### src/rtl/wrq_pkg.sv
package wrq_pkg;

  // strobes from control to datapath
  typedef struct packed {
    logic widthInc;
    logic widthClear;
    logic holdInc;
    logic holdClear;
  } wrqStrobes_t;

  // synchronised control levels
  typedef struct packed {
    logic sgS;
    logic ceS;
    logic oeS;
    logic weS;
  } wrqLevels_t;

endpackage

### src/rtl/wrq_sync.sv
module wrq_sync #(
  parameter int WIDTH = 4,
  parameter int STAGES = 2,
  parameter logic [WIDTH-1:0] RESET_VAL = '0
) (
  input  logic             clk,
  input  logic             rstN,
  input  logic [WIDTH-1:0] asyncIn,
  output logic [WIDTH-1:0] syncOut
);

  logic [WIDTH-1:0] stageQ [STAGES];

  genvar g;
  generate
    for (g = 0; g < STAGES; g++) begin : gStage
      if (g == 0) begin : gFirst
        always_ff @(posedge clk or negedge rstN) begin
          if (!rstN) stageQ[g] <= RESET_VAL;
          else       stageQ[g] <= asyncIn;
        end
      end else begin : gNext
        always_ff @(posedge clk or negedge rstN) begin
          if (!rstN) stageQ[g] <= RESET_VAL;
          else       stageQ[g] <= stageQ[g-1];
        end
      end
    end
  endgenerate

  assign syncOut = stageQ[STAGES-1];

endmodule

### src/rtl/wrq_datapath.sv
module wrq_datapath
  import wrq_pkg::*;
#(
  parameter int HOLDOFF_CYCLES = 250000,
  parameter int MIN_WIDTH = 3
) (
  input  logic        clk,
  input  logic        rstN,
  input  wrqStrobes_t stb,
  input  logic        sgS,
  output logic        holdoffDone,
  output logic        widthAtLast
);

  localparam int HOLD_W  = $clog2(HOLDOFF_CYCLES + 1);
  localparam int WIDTH_W = $clog2(MIN_WIDTH + 1);
  localparam logic [HOLD_W-1:0]  HOLD_LAST  = HOLD_W'(HOLDOFF_CYCLES - 1);
  localparam logic [WIDTH_W-1:0] WIDTH_LAST = WIDTH_W'(MIN_WIDTH - 1);

  logic [HOLD_W-1:0]  holdCnt;
  logic [WIDTH_W-1:0] widthCnt;

  // power-on holdoff timer
  always_ff @(posedge clk or negedge rstN) begin
    if (!rstN) begin
      holdCnt     <= '0;
      holdoffDone <= 1'b0;
    end else if (stb.holdClear) begin
      holdCnt     <= '0;
      holdoffDone <= 1'b0;
    end else if (stb.holdInc) begin
      if (holdCnt == HOLD_LAST) holdoffDone <= 1'b1;
      else                      holdCnt     <= holdCnt + 1'b1;
    end
  end

  // strobe width counter
  always_ff @(posedge clk or negedge rstN) begin
    if (!rstN)                widthCnt <= '0;
    else if (stb.widthClear)  widthCnt <= '0;
    else if (stb.widthInc && widthCnt != WIDTH_LAST) widthCnt <= widthCnt + 1'b1;
  end

  assign widthAtLast = (widthCnt == WIDTH_LAST);

  // a low supply level clears the holdoff on the next edge
  assert_supply_drop_clears_R3: assert property (@(posedge clk) disable iff (!rstN)
    !sgS |=> !holdoffDone);

  // width counter never passes its terminal value
  assert_width_bound_R6: assert property (@(posedge clk) disable iff (!rstN)
    widthCnt <= WIDTH_LAST);

  // holdoff counter never passes its terminal value
  assert_hold_bound_R2: assert property (@(posedge clk) disable iff (!rstN)
    holdCnt <= HOLD_LAST);

endmodule

### src/rtl/wrq_ctrl.sv
module wrq_ctrl
  import wrq_pkg::*;
(
  input  logic        clk,
  input  logic        rstN,
  input  wrqLevels_t  lvl,
  input  logic        holdoffDone,
  input  logic        widthAtLast,
  output wrqStrobes_t stb,
  output logic        writeStart
);

  logic strobeLow;
  logic qualified;
  logic fired;
  logic fireNow;

  assign strobeLow = !lvl.ceS && !lvl.weS;
  assign qualified = strobeLow && lvl.oeS && lvl.sgS && holdoffDone;
  assign fireNow   = qualified && !fired && widthAtLast;

  always_comb begin
    stb            = '0;
    stb.holdClear  = !lvl.sgS;
    stb.holdInc    = lvl.sgS && !holdoffDone;
    stb.widthInc   = qualified && !fired;
    stb.widthClear = !qualified || fired || fireNow;
  end

  // one pulse per strobe; re-armed once the strobe is released
  always_ff @(posedge clk or negedge rstN) begin
    if (!rstN) begin
      fired      <= 1'b0;
      writeStart <= 1'b0;
    end else begin
      writeStart <= fireNow;
      if (!strobeLow)  fired <= 1'b0;
      else if (fireNow) fired <= 1'b1;
    end
  end

  // pulse is one cycle wide
  assert_single_cycle_R7: assert property (@(posedge clk) disable iff (!rstN)
    writeStart |=> !writeStart);

  // a start needs an expired holdoff and a good supply
  assert_holdoff_before_start_R2: assert property (@(posedge clk) disable iff (!rstN)
    writeStart |-> $past(holdoffDone && lvl.sgS));

  // output enable must have been high
  assert_oe_high_R4: assert property (@(posedge clk) disable iff (!rstN)
    writeStart |-> $past(lvl.oeS));

  // both strobes must have been low
  assert_both_low_R5: assert property (@(posedge clk) disable iff (!rstN)
    writeStart |-> $past(!lvl.ceS && !lvl.weS));

endmodule

### src/rtl/write_qualifier.sv
module write_qualifier
  import wrq_pkg::*;
#(
  parameter int HOLDOFF_CYCLES = 250000,
  parameter int MIN_WIDTH = 3,
  parameter int SYNC_STAGES = 2
) (
  input  logic clk,
  input  logic rstN,
  input  logic supplyGood,
  input  logic ceN,
  input  logic oeN,
  input  logic weN,
  output logic writeStart
);

  wrqLevels_t  lvl;
  wrqStrobes_t stb;
  logic [3:0]  syncVec;
  logic        holdoffDone;
  logic        widthAtLast;

  wrq_sync #(.WIDTH(4), .STAGES(SYNC_STAGES), .RESET_VAL(4'b0111)) u_sync (
    .clk(clk), .rstN(rstN),
    .asyncIn({supplyGood, ceN, oeN, weN}),
    .syncOut(syncVec)
  );

  // levels are stored active-high for output enable (oeS = 1 means oeN high)
  assign lvl = '{sgS: syncVec[3], ceS: syncVec[2], oeS: syncVec[1], weS: syncVec[0]};

  wrq_ctrl u_ctrl (
    .clk(clk), .rstN(rstN), .lvl(lvl),
    .holdoffDone(holdoffDone), .widthAtLast(widthAtLast),
    .stb(stb), .writeStart(writeStart)
  );

  wrq_datapath #(.HOLDOFF_CYCLES(HOLDOFF_CYCLES), .MIN_WIDTH(MIN_WIDTH)) u_dp (
    .clk(clk), .rstN(rstN), .stb(stb), .sgS(lvl.sgS),
    .holdoffDone(holdoffDone), .widthAtLast(widthAtLast)
  );

endmodule

### config.mk
export PLATFORM = sky130hd
export DESIGN_NAME = write_qualifier
export DESIGN_NICKNAME = d
export VERILOG_FILES = /design/src/rtl/wrq_pkg.sv /design/src/rtl/wrq_sync.sv /design/src/rtl/wrq_datapath.sv /design/src/rtl/wrq_ctrl.sv /design/src/rtl/write_qualifier.sv
export SDC_FILE = /design/constraint.sdc
export NUM_CORES = 1
export LEC_CHECK = 0
export ABC_AREA = 1
export BUFFER_PORTS_ARGS = -buffer_cell sky130_fd_sc_hd__buf_2
export CAP_MARGIN = 10
export CORE_AREA = 2 2 79 81
export CTS_BUF_LIST = sky130_fd_sc_hd__clkbuf_4
export DETAILED_ROUTE_END_ITERATION = 12
export DIE_AREA = 0 0 81 83
export PLACE_DENSITY_LB_ADDON = 0.25
export SYNTH_ARGS = -nofsm -noshare
export SYNTH_HDL_FRONTEND = slang
export SYNTH_SLANG_ARGS = --single-unit
### constraint.sdc
create_clock -name clk -period 4 [get_ports clk]
set_input_delay 0.8 -clock clk [delete_from_list [all_inputs] [get_ports clk]]
set_output_delay 0.8 -clock clk [all_outputs]
set_load 0.02 [all_outputs]
Word level (Yosys, flattened, before mapping)
Cells that the tools add are included.

Add/subtract/negate cells: 2. Equality and inequality tests: 7. Mux-type cells: 10. Reduce and logical (&&, ||, !) cells: 18.

Operators with widths (count): $mux 18 (3); $add 18x1->18 const B (1); $eq 18x18->1 const B (1); $logic_and 1x1->1 (8); $ne 2x2->1 const B (4); $logic_not 1->1 (5); $mux 1 (5); $mux 2 (2); $reduce_and 2->1 (2); $add 2x1->2 const B (1); $eq 2x2->1 const B (1); $logic_or 1x1->1 (2); $ne 2x1->1 const B (1); $reduce_bool 2->1 (1).

Bits in registers: 31. Input bits: 6. Output and inout bits: 1. Logic and storage cells: 44.

Logic depth before layout (Yosys ltp)
Gate-level depths: netlist of the first run.

Depth in word-level cells: 9. Mapped depth: 9. Gate-level depth less buffers: 9.

By module
From an unflattened synthesis of the first run, not the netlist that was laid out.

Cell total of the unflattened synthesis: 220. Area, all modules: 1726.7 um2.

By module, submodules not included: wrq_datapath (instances 1, cells an instance 190, area an instance 1368.8 um2, sequential area each 525.5 um2); wrq_sync (instances 1, cells an instance 12, area an instance 237.7 um2, sequential area each 207.7 um2); wrq_ctrl (instances 1, cells an instance 18, area an instance 120.1 um2, sequential area each 50.0 um2).

Least setup slack after synthesis of the first run
No wires, ideal clock.

Path type: reg-to-reg. From: reg u_dp.holdCnt[0]. To: reg u_dp.holdCnt[15]. Data arrival time: 1.385 ns. Data required time: 3.935 ns. Slack: 2.550 ns. Stages on the path, launching flop included: 10. Path buffers: 1. Period minus slack after synthesis: 1.450 ns. Cell sequence: dfrtp_1 ha_1 nand3_2 clkinv_2 nand3_4 nor2_2 nor2_4 buf_6 nand3_2 nand2_1.

Word-level cells in the longest chain between the ends: 4. Elaborated cells on any way between the ends: 7.

RTL lines: from (decl) (line wrq_datapath.sv:20) `logic [HOLD_W-1:0] holdCnt;`; from (signal assigned) (line wrq_datapath.sv:33) `else holdCnt <= holdCnt + 1'b1;`; $add 18x1->18 (line wrq_datapath.sv:33); $mux 18 (line wrq_datapath.sv:32) `if (holdCnt == HOLD_LAST) holdoffDone <= 1'b1;`; $mux 18 (line wrq_datapath.sv:31) `end else if (stb.holdInc) begin`; $mux 18 (line wrq_datapath.sv:28) `end else if (stb.holdClear) begin`.

Several ways; a longest one is shown, not always the timed one. The select of a mux whose other input is x is not followed. A chain may end at the register's enable or synchronous reset.

Worst setup path after layout of the first run
From: reg u_sync.stageQ, in the netlist u_sync.syncOut[3]. To: reg u_dp.holdCnt[1].

Word-level cells in the longest chain between the ends: 3. Elaborated cells on any way between the ends: 5.

RTL lines: from (decl) (line wrq_sync.sv:12) `logic [WIDTH-1:0] stageQ [STAGES];`; from (signal, indexed assignment) (line wrq_sync.sv:25) `else stageQ[g] <= stageQ[g-1];`; $logic_and 1x1->1 (line wrq_ctrl.sv:25) `stb.holdInc = lvl.sgS && !holdoffDone;`; $ne 2x2->1 (no line); $reduce_and 2->1 (no line).

Several ways; a longest one is shown, not always the timed one.

==> out/results.ini, run 1 <==
[worst_setup_path]
worstSetupPathType = flop to flop
r2r_start = u_sync.syncOut[3]
critPathLaunch = u_sync.syncOut[3]
rr_endpoint = u_dp.holdCnt[1]
rrSetupSlack_ns = 2.01
crit_path_end = u_dp.holdCnt[1]
worstPathArrival_ns = 2.18
crit_chain = nand2_1 > nor2_2 > nand3_4 > o21ai_4 > o21ai_0
cp-end-kind = flop
cp_slowest_cell = dfrtp_1
worstRegToRegCells = 5
cp_num_buf_inv = 0
cp_top_family = flip-flops
slowest_delay_ns = 0.76
path_depth = 5
worstPathRequired_ns = 4.20
critPathLaunchType = flop
cp_max_fo = 21

[sta]
max_slew_margin_pct = 54.4
fin_worst_skew_ns = 0.00697
worst_pin_slew_ns = 0.684
hold_viol_final = 0
min_period_ns = 1.99
post-route-period-util_pct = 49.6
tns_ns = 0
setup_violations = 0
slew_violations = 0
rsz0062_at_grt = false
timing.fmax_mhz = 504

[finish]
antenna_cells = 0
drive_gt1_share_pct = 23.4
layout_common_cells = nand2_1, dfrtp_1, nor2_1, inv_1, nand3_1
layoutNonFillerInstCount = 293
final_common_cell = nand2_1
syn2layout_area_growth_pct = 8.77
nets = 225

[clock_tree]
insertion_delay_ns = 0.34
ctsHoldBuffers = 0
cts.clk_slew.worst_paths_ns = 0.10
cts_inserted_buffers = 5
cts.sinks = 31
cts-root-buf = clkbuf_4
cts.htree.levels = 2
cts_setup_buffers = 0
cts_tree = built
cts_max_path_buffers = 2
cts-resized-gates = 0

[place]
routabilityCongestion = 0.803
dp_hpwl_um = 2390
port_buffers = 6
dp_cells = 285

[power]
clkPwrFrac_pct = 40.8
combPwrFrac_pct = 3.2
vdd_drop_max_mv = 0.202
power.density_nw_per_um2 = 313
internal_power_uw = 457
seqPwrFrac_pct = 56.0
leakage_uw = 0.000818
swShare_pct = 22.2
p_switching_uw = 130

[synthesis]
netlist_area_um2 = 1730
synth_area_leaders = dfrtp_1, nand2_1, dfstp_2, o21ai_2, nor2_1
synth.avg_cell_area_um2 = 8.26
syn_nets = 217
ys_ff_latch = 31
yosysSeqAreaShare_pct = 45.4
yosysUniqueCellTypes = 27
syn_inst = 209
yosys_warnings = 0
synth.top_cell.area_share_pct = 36.2
synth_top_area_cell = dfrtp_1

[routing]
drtAntennaViolNets = 0
drt-initial-drc-count = 40
finalWirelength_um = 3220
vias_per_cell = 4.40
wire_per_inst_um = 11.0
first_pass_iters = 4
drc = 0
vias = 1288

[floorplan]
coreArea_um2 = 5820
io-pin-count = 7
dieArea_um2 = 6720
chipHeight_um = 83
start_util_pct = 29.7
die_w_um = 81
rows = 28

[min_path]
hp-class = flop to flop

[global_routing]
antenna_found_initial = 0
grt_pass1_vias = 1264
grt-ovfl-total = 0
grt_max_degree = 32
grt_use_total_pct = 11.3
grt_first_pass_wirelength_um = 5850

[status]
status = completed

[run]
cap_violations = 0

-- through the flow --
step	hold WS, ns	utilization (%)	power, uW	worst slack (ns)	area [um2]
6_report	0.362	32.3	587	2.01	1880
3_5_place_dp	0.341	31.0	354	2.00	1800
4_1_cts	0.363	32.3	600	1.98	1880
3_3_place_gp	0.338	31.0	354	2.08	1800
2_1_floorplan	0.331	-	343	2.55	1730
5_1_grt	0.364	32.3	614	1.78	1880
-- registers in the layout, indices dropped and copies added, names as in the netlist --
signal / count
u_dp.holdoffDone: 1
u_sync.stageQ: 4
u_ctrl.fired: 1
u_dp.widthCnt: 2
u_ctrl.writeStart: 1
u_sync.syncOut: 4
u_dp.holdCnt: 18
-- how the worst min path moves through the flow --
stage | from | slack [ns] | to | cells after the start
finish | u_sync.stageQ[4] | 0.36 | u_sync.syncOut[0] | 0
floorplan | u_sync.stageQ[7] | 0.33 | u_sync.syncOut[3] | 0
CTS | u_sync.stageQ[6] | 0.36 | u_sync.syncOut[2] | 0
global route | u_sync.stageQ[5] | 0.36 | u_sync.syncOut[1] | 0
global placement | u_sync.stageQ[7] | 0.34 | u_sync.syncOut[3] | 0
detailed placement | u_sync.stageQ[7] | 0.34 | u_sync.syncOut[3] | 0
-- power by group through the flow --
stage	sequential, uW	combinational, uW	clock [uW]
after floorplan	331	12.3	0
after global placement	334	19.5	0
after detailed placement	335	19.6	0
after CTS	329	19.7	251
after global routing	330	22.1	262
final	329	18.7	240
-- cell usage after synthesis --
master    number
xor2_1         5
nand2_2        4
or2_2          1
buf_6          3
o21ai_4        1
nor3_1         4
nand2_1       61
inv_2          1
dfrtp_1       25
nand3b_1       3
nor2_4         1
ha_1           2
nand4_1        4
nor2_1        21
nor2_2         7
o21ai_0        3
nand3_2        5
buf_4          2
o21ai_1        3
a21oi_1        1
clkinv_2       1
nand3_1       14
inv_1         19
dfstp_2        6
o21bai_1       1
nand3_4        1
o21ai_2       10
-- kinds of logic (layout without fill, tap and decap cells) --
| kind of cell | count (synthesis) | in the layout | synth area share (%) |
|---|---|---|---|
| buffers and inverters | 26 | 35 | 7.46 |
| and+or+nand+nor | 126 | 126 | 34.7 |
| AOI/OAI and AO/OA | 19 | 19 | 8.48 |
| DFF | 31 | 31 | 45.4 |
| adders and majority gates | 2 | 2 | 1.45 |
| xor gates and xnor gates | 5 | 5 | 2.54 |
-- metal layers --
metal | global-route usage (%) | part of all wire, % | routed length, um | vias up
met5 | 0 | 0 | 0 | -
met4 | 5.08 | 2.2 | 70 | 0
met3 | 2.93 | 1.7 | 56 | 6
met2 | 17.6 | 48 | 1540 | 8
met1 | 14.6 | 48 | 1550 | 592
li1 | - | - | - | 682
-- layout make-up --
cell class              count  area (um2)
clock buffers               5        37.5
repair buffers              6        30.0
clock inverters             3        38.8
fillers                   656        3940
inverters                  21        80.1
flip-flops and latches     31         783
multi-input cells         152         815
well taps                  75        93.8
-- worst reg2reg max path: stages, from the launching register on --
cell and delay (ns):
dfrtp_1 0.76, nand2_1 0.14, nor2_2 0.17, nand3_4 0.09
o21ai_4 0.51, o21ai_0 0.17
Power figures use the tool's default switching activity.
==> run 2, diff against run 1 <==
--- a/config.mk
+++ b/config.mk
@@ -5,13 +5,13 @@
 export SDC_FILE = /design/constraint.sdc
 export NUM_CORES = 1
 export LEC_CHECK = 0
-export ABC_AREA = 1
+export ABC_AREA = 0
 export BUFFER_PORTS_ARGS = -buffer_cell sky130_fd_sc_hd__buf_2
 export CAP_MARGIN = 10
-export CORE_AREA = 2 2 79 81
+export CORE_AREA = 2 2 72 74
 export CTS_BUF_LIST = sky130_fd_sc_hd__clkbuf_4
 export DETAILED_ROUTE_END_ITERATION = 12
-export DIE_AREA = 0 0 81 83
+export DIE_AREA = 0 0 74 76
 export PLACE_DENSITY_LB_ADDON = 0.25
 export SYNTH_ARGS = -nofsm -noshare
 export SYNTH_HDL_FRONTEND = slang
==> constraint.sdc (replaced) <==
create_clock -name clk -period 2 [get_ports clk]
set_input_delay 0.4 -clock clk [delete_from_list [all_inputs] [get_ports clk]]
set_output_delay 0.4 -clock clk [all_outputs]
set_load 0.02 [all_outputs]
==> out/results.ini, run 2 <==
[routing]
vias = 1025  ; -20%
first_pass_iters = 4  ; unchanged
drt-initial-drc-count = 51  ; +28%
wire_per_inst_um = 12.3  ; +12%
drtAntennaViolNets = 0  ; unchanged
finalWirelength_um = 2590  ; -19%
drc = 0  ; unchanged
vias_per_cell = 4.86  ; +11%

[clock_tree]
cts_inserted_buffers = 5  ; unchanged
insertion_delay_ns = 0.33  ; about the same
cts-resized-gates = 0  ; unchanged
cts_max_path_buffers = 2  ; unchanged
cts.htree.levels = 2  ; unchanged
cts.clk_slew.worst_paths_ns = 0.10  ; about the same
cts-root-buf = clkbuf_4
cts.sinks = 31  ; unchanged
cts_tree = built
ctsHoldBuffers = 0  ; unchanged
cts_setup_buffers = 0  ; unchanged

[synthesis]
yosysUniqueCellTypes = 38  ; +41%
synth.avg_cell_area_um2 = 11.1  ; +35%
netlist_area_um2 = 1400  ; -19%
syn_nets = 134  ; -38%
yosysSeqAreaShare_pct = 55.9  ; +11 points
async_reset_ff_share_pct = 100  ; unchanged
yosys_warnings = 0  ; unchanged
synth.top_cell.area_share_pct = 44.7  ; +8.5 points
synth_top_area_cell = dfrtp_1
synth_area_leaders = dfrtp_1, dfstp_2, nand4_1, xnor2_1, xor2_1
synth_common_cells = dfrtp_1, nor2_1, nand2_1
synth_ff_type = dfrtp_1
ys_ff_latch = 31  ; unchanged
synth-edff-count = 0  ; unchanged
yosysMostFrequentCell = dfrtp_1
syn_inst = 126  ; -40%

[global_routing]
grt_max_degree = 32  ; unchanged
grt_use_total_pct = 10.5  ; -0.80 points
antenna_found_initial = 0  ; unchanged
grt_pass1_vias = 991  ; -22%
grt_first_pass_wirelength_um = 4500  ; -23%
grt-ovfl-total = 0  ; unchanged

[worst_setup_path]
worstPathRequired_ns = 2.22  ; -1.98 ns
rr_endpoint = u_dp.holdCnt[0]
rrSetupSlack_ns = 0.24  ; -1.78 ns
critPathLaunch = u_dp.holdCnt[13]
r2r_start = u_dp.holdCnt[13]
cp_max_fo = 6  ; -71%
critPathLaunchType = flop
worstRegToRegCells = 4  ; -1
worstSetupPathType = flop to flop
crit_path_end = u_dp.holdCnt[0]
worstPathArrival_ns = 1.98  ; -0.20 ns
cp-end-kind = flop

[min_path]
hp-class = primary input to async pin

[finish]
syn2layout_area_growth_pct = 14.4
drive_gt1_share_pct = 21.3  ; -2.1 points
largest_register_ffs = 18  ; unchanged
layout_common_cells = dfrtp_1, nor2_1, nand2_1, nand4_1
top_register = u_dp.holdCnt
antenna_cells = 0  ; unchanged
fin_area_um2 = 1600  ; -15%
num-fill-cells = 521  ; -21%
nets = 148  ; -34%
final_common_cell = dfrtp_1

[sta]
rsz0062_at_grt = false
tns_ns = 0  ; unchanged
whs_ns = 0.0956  ; -0.266 ns
max_slew_margin_pct = 54.6  ; +0.22 points
min_period_ns = 1.76  ; -0.223 ns
post-route-period-util_pct = 88.1  ; +38 points
fin_worst_skew_ns = 0.00269  ; -0.00428 ns
worst_pin_slew_ns = 0.681  ; -0.00325 ns
setup_violations = 0  ; unchanged
timing.fmax_mhz = 567  ; +13%
slew_violations = 0  ; unchanged
hold_viol_final = 0  ; unchanged

[power]
combPwrFrac_pct = 5.0  ; +1.8 points
vdd_drop_max_mv = 0.386  ; +91%
seqPwrFrac_pct = 55.7  ; -0.3 points
p_switching_uw = 271  ; +110%
leakage_uw = 0.000664  ; -19%
swShare_pct = 22.5  ; +0.28 points
clkPwrFrac_pct = 39.3  ; -1.5 points
power.density_nw_per_um2 = 753  ; +140%
internal_power_uw = 935  ; +100%

[place]
dp_hpwl_um = 1870  ; -22%
port_buffers = 6  ; unchanged
routabilityCongestion = 0.810  ; +0.83%
placed_cell_area_um2 = 1530  ; -15%

[floorplan]
rows = 26  ; -7.1%
io-pin-count = 7  ; unchanged
coreArea_um2 = 4910  ; -16%
chipHeight_um = 76  ; -8.4%
dieArea_um2 = 5620  ; -16%
start_util_pct = 28.5  ; -1.2 points
die_w_um = 74  ; -8.6%

[status]
status = completed

[run]
cap_violations = 0  ; unchanged

run 2: how the worst min path moves through the flow:
stage	start	endpoint	slack [ns]	cells past startpoint
floorplan	rstN	u_ctrl.fired	0.10	0
global placement	u_sync.stageQ[7]	u_sync.syncOut[3]	0.33	0
detailed placement	u_sync.stageQ[7]	u_sync.syncOut[3]	0.35	0
CTS	rstN	u_dp.holdCnt[6]	0.12	1
global route	ceN	u_sync.stageQ[6]	0.12	1
finish	rstN	u_dp.holdCnt[17]	0.1	1
run 2: layout make-up:
| type | count | area [um2] | share of cell area (%) |
|---|---|---|---|
| Sequential cell | 31 | 783 | 48.9 |
| Clock inverter | 3 | 38.8 | 2.42 |
| Inverter | 5 | 18.8 | 1.17 |
| Clock buffer | 5 | 37.5 | 2.34 |
| Tap cell | 70 | 87.6 | 5.47 |
| Multi-Input combinational cell | 88 | 583 | 36.4 |
| Timing Repair Buffer | 9 | 52.6 | 3.28 |
run 2: routing by layer:
layer	share of wire, %	track usage (%)	wire [um]
met1	46	13.6	1190
met2	48	15.0	1240
met3	3.7	3.57	96
met4	2.8	6.18	72
met5	0	0	0
run 2: cells by family after synthesis:
family | synth area share (%)
compound gates | 8.94
xor+xnor | 5.00
fa+ha+maj | 1.79
buf+inv | 2.41
flops | 55.9
mux | 0.715
simple gates | 25.2
run 2: per-stage QoR:
stage / cells / util, % / total power, uW / setup slack, ns
after CTS: 211 / 32.6 / 1230 / 0.224
after global routing: 211 / 32.6 / 1260 / 0.0802
after floorplan: 126 / - / 712 / 0.368
after detailed placement: 203 / 31.0 / 745 / 0.230
final: 211 / 32.6 / 1210 / 0.238
after global placement: 203 / 31.0 / 741 / 0.222
run 2: critical path, stage by stage (launching register included):
cell	delay, ns
dfrtp_1	0.44
or4b_1	0.59
nor3_4	0.21
a2111oi_1	0.10
or3_1	0.31
run 2: power by group through the flow:
stage	Combinational (uW)	Clock (uW)	Sequential [uW]
after floorplan	32.1	0	680
after global placement	58.8	0	682
after detailed placement	61.7	0	683
after CTS	61.8	492	671
after global routing	68.7	519	675
final	60.5	474	671
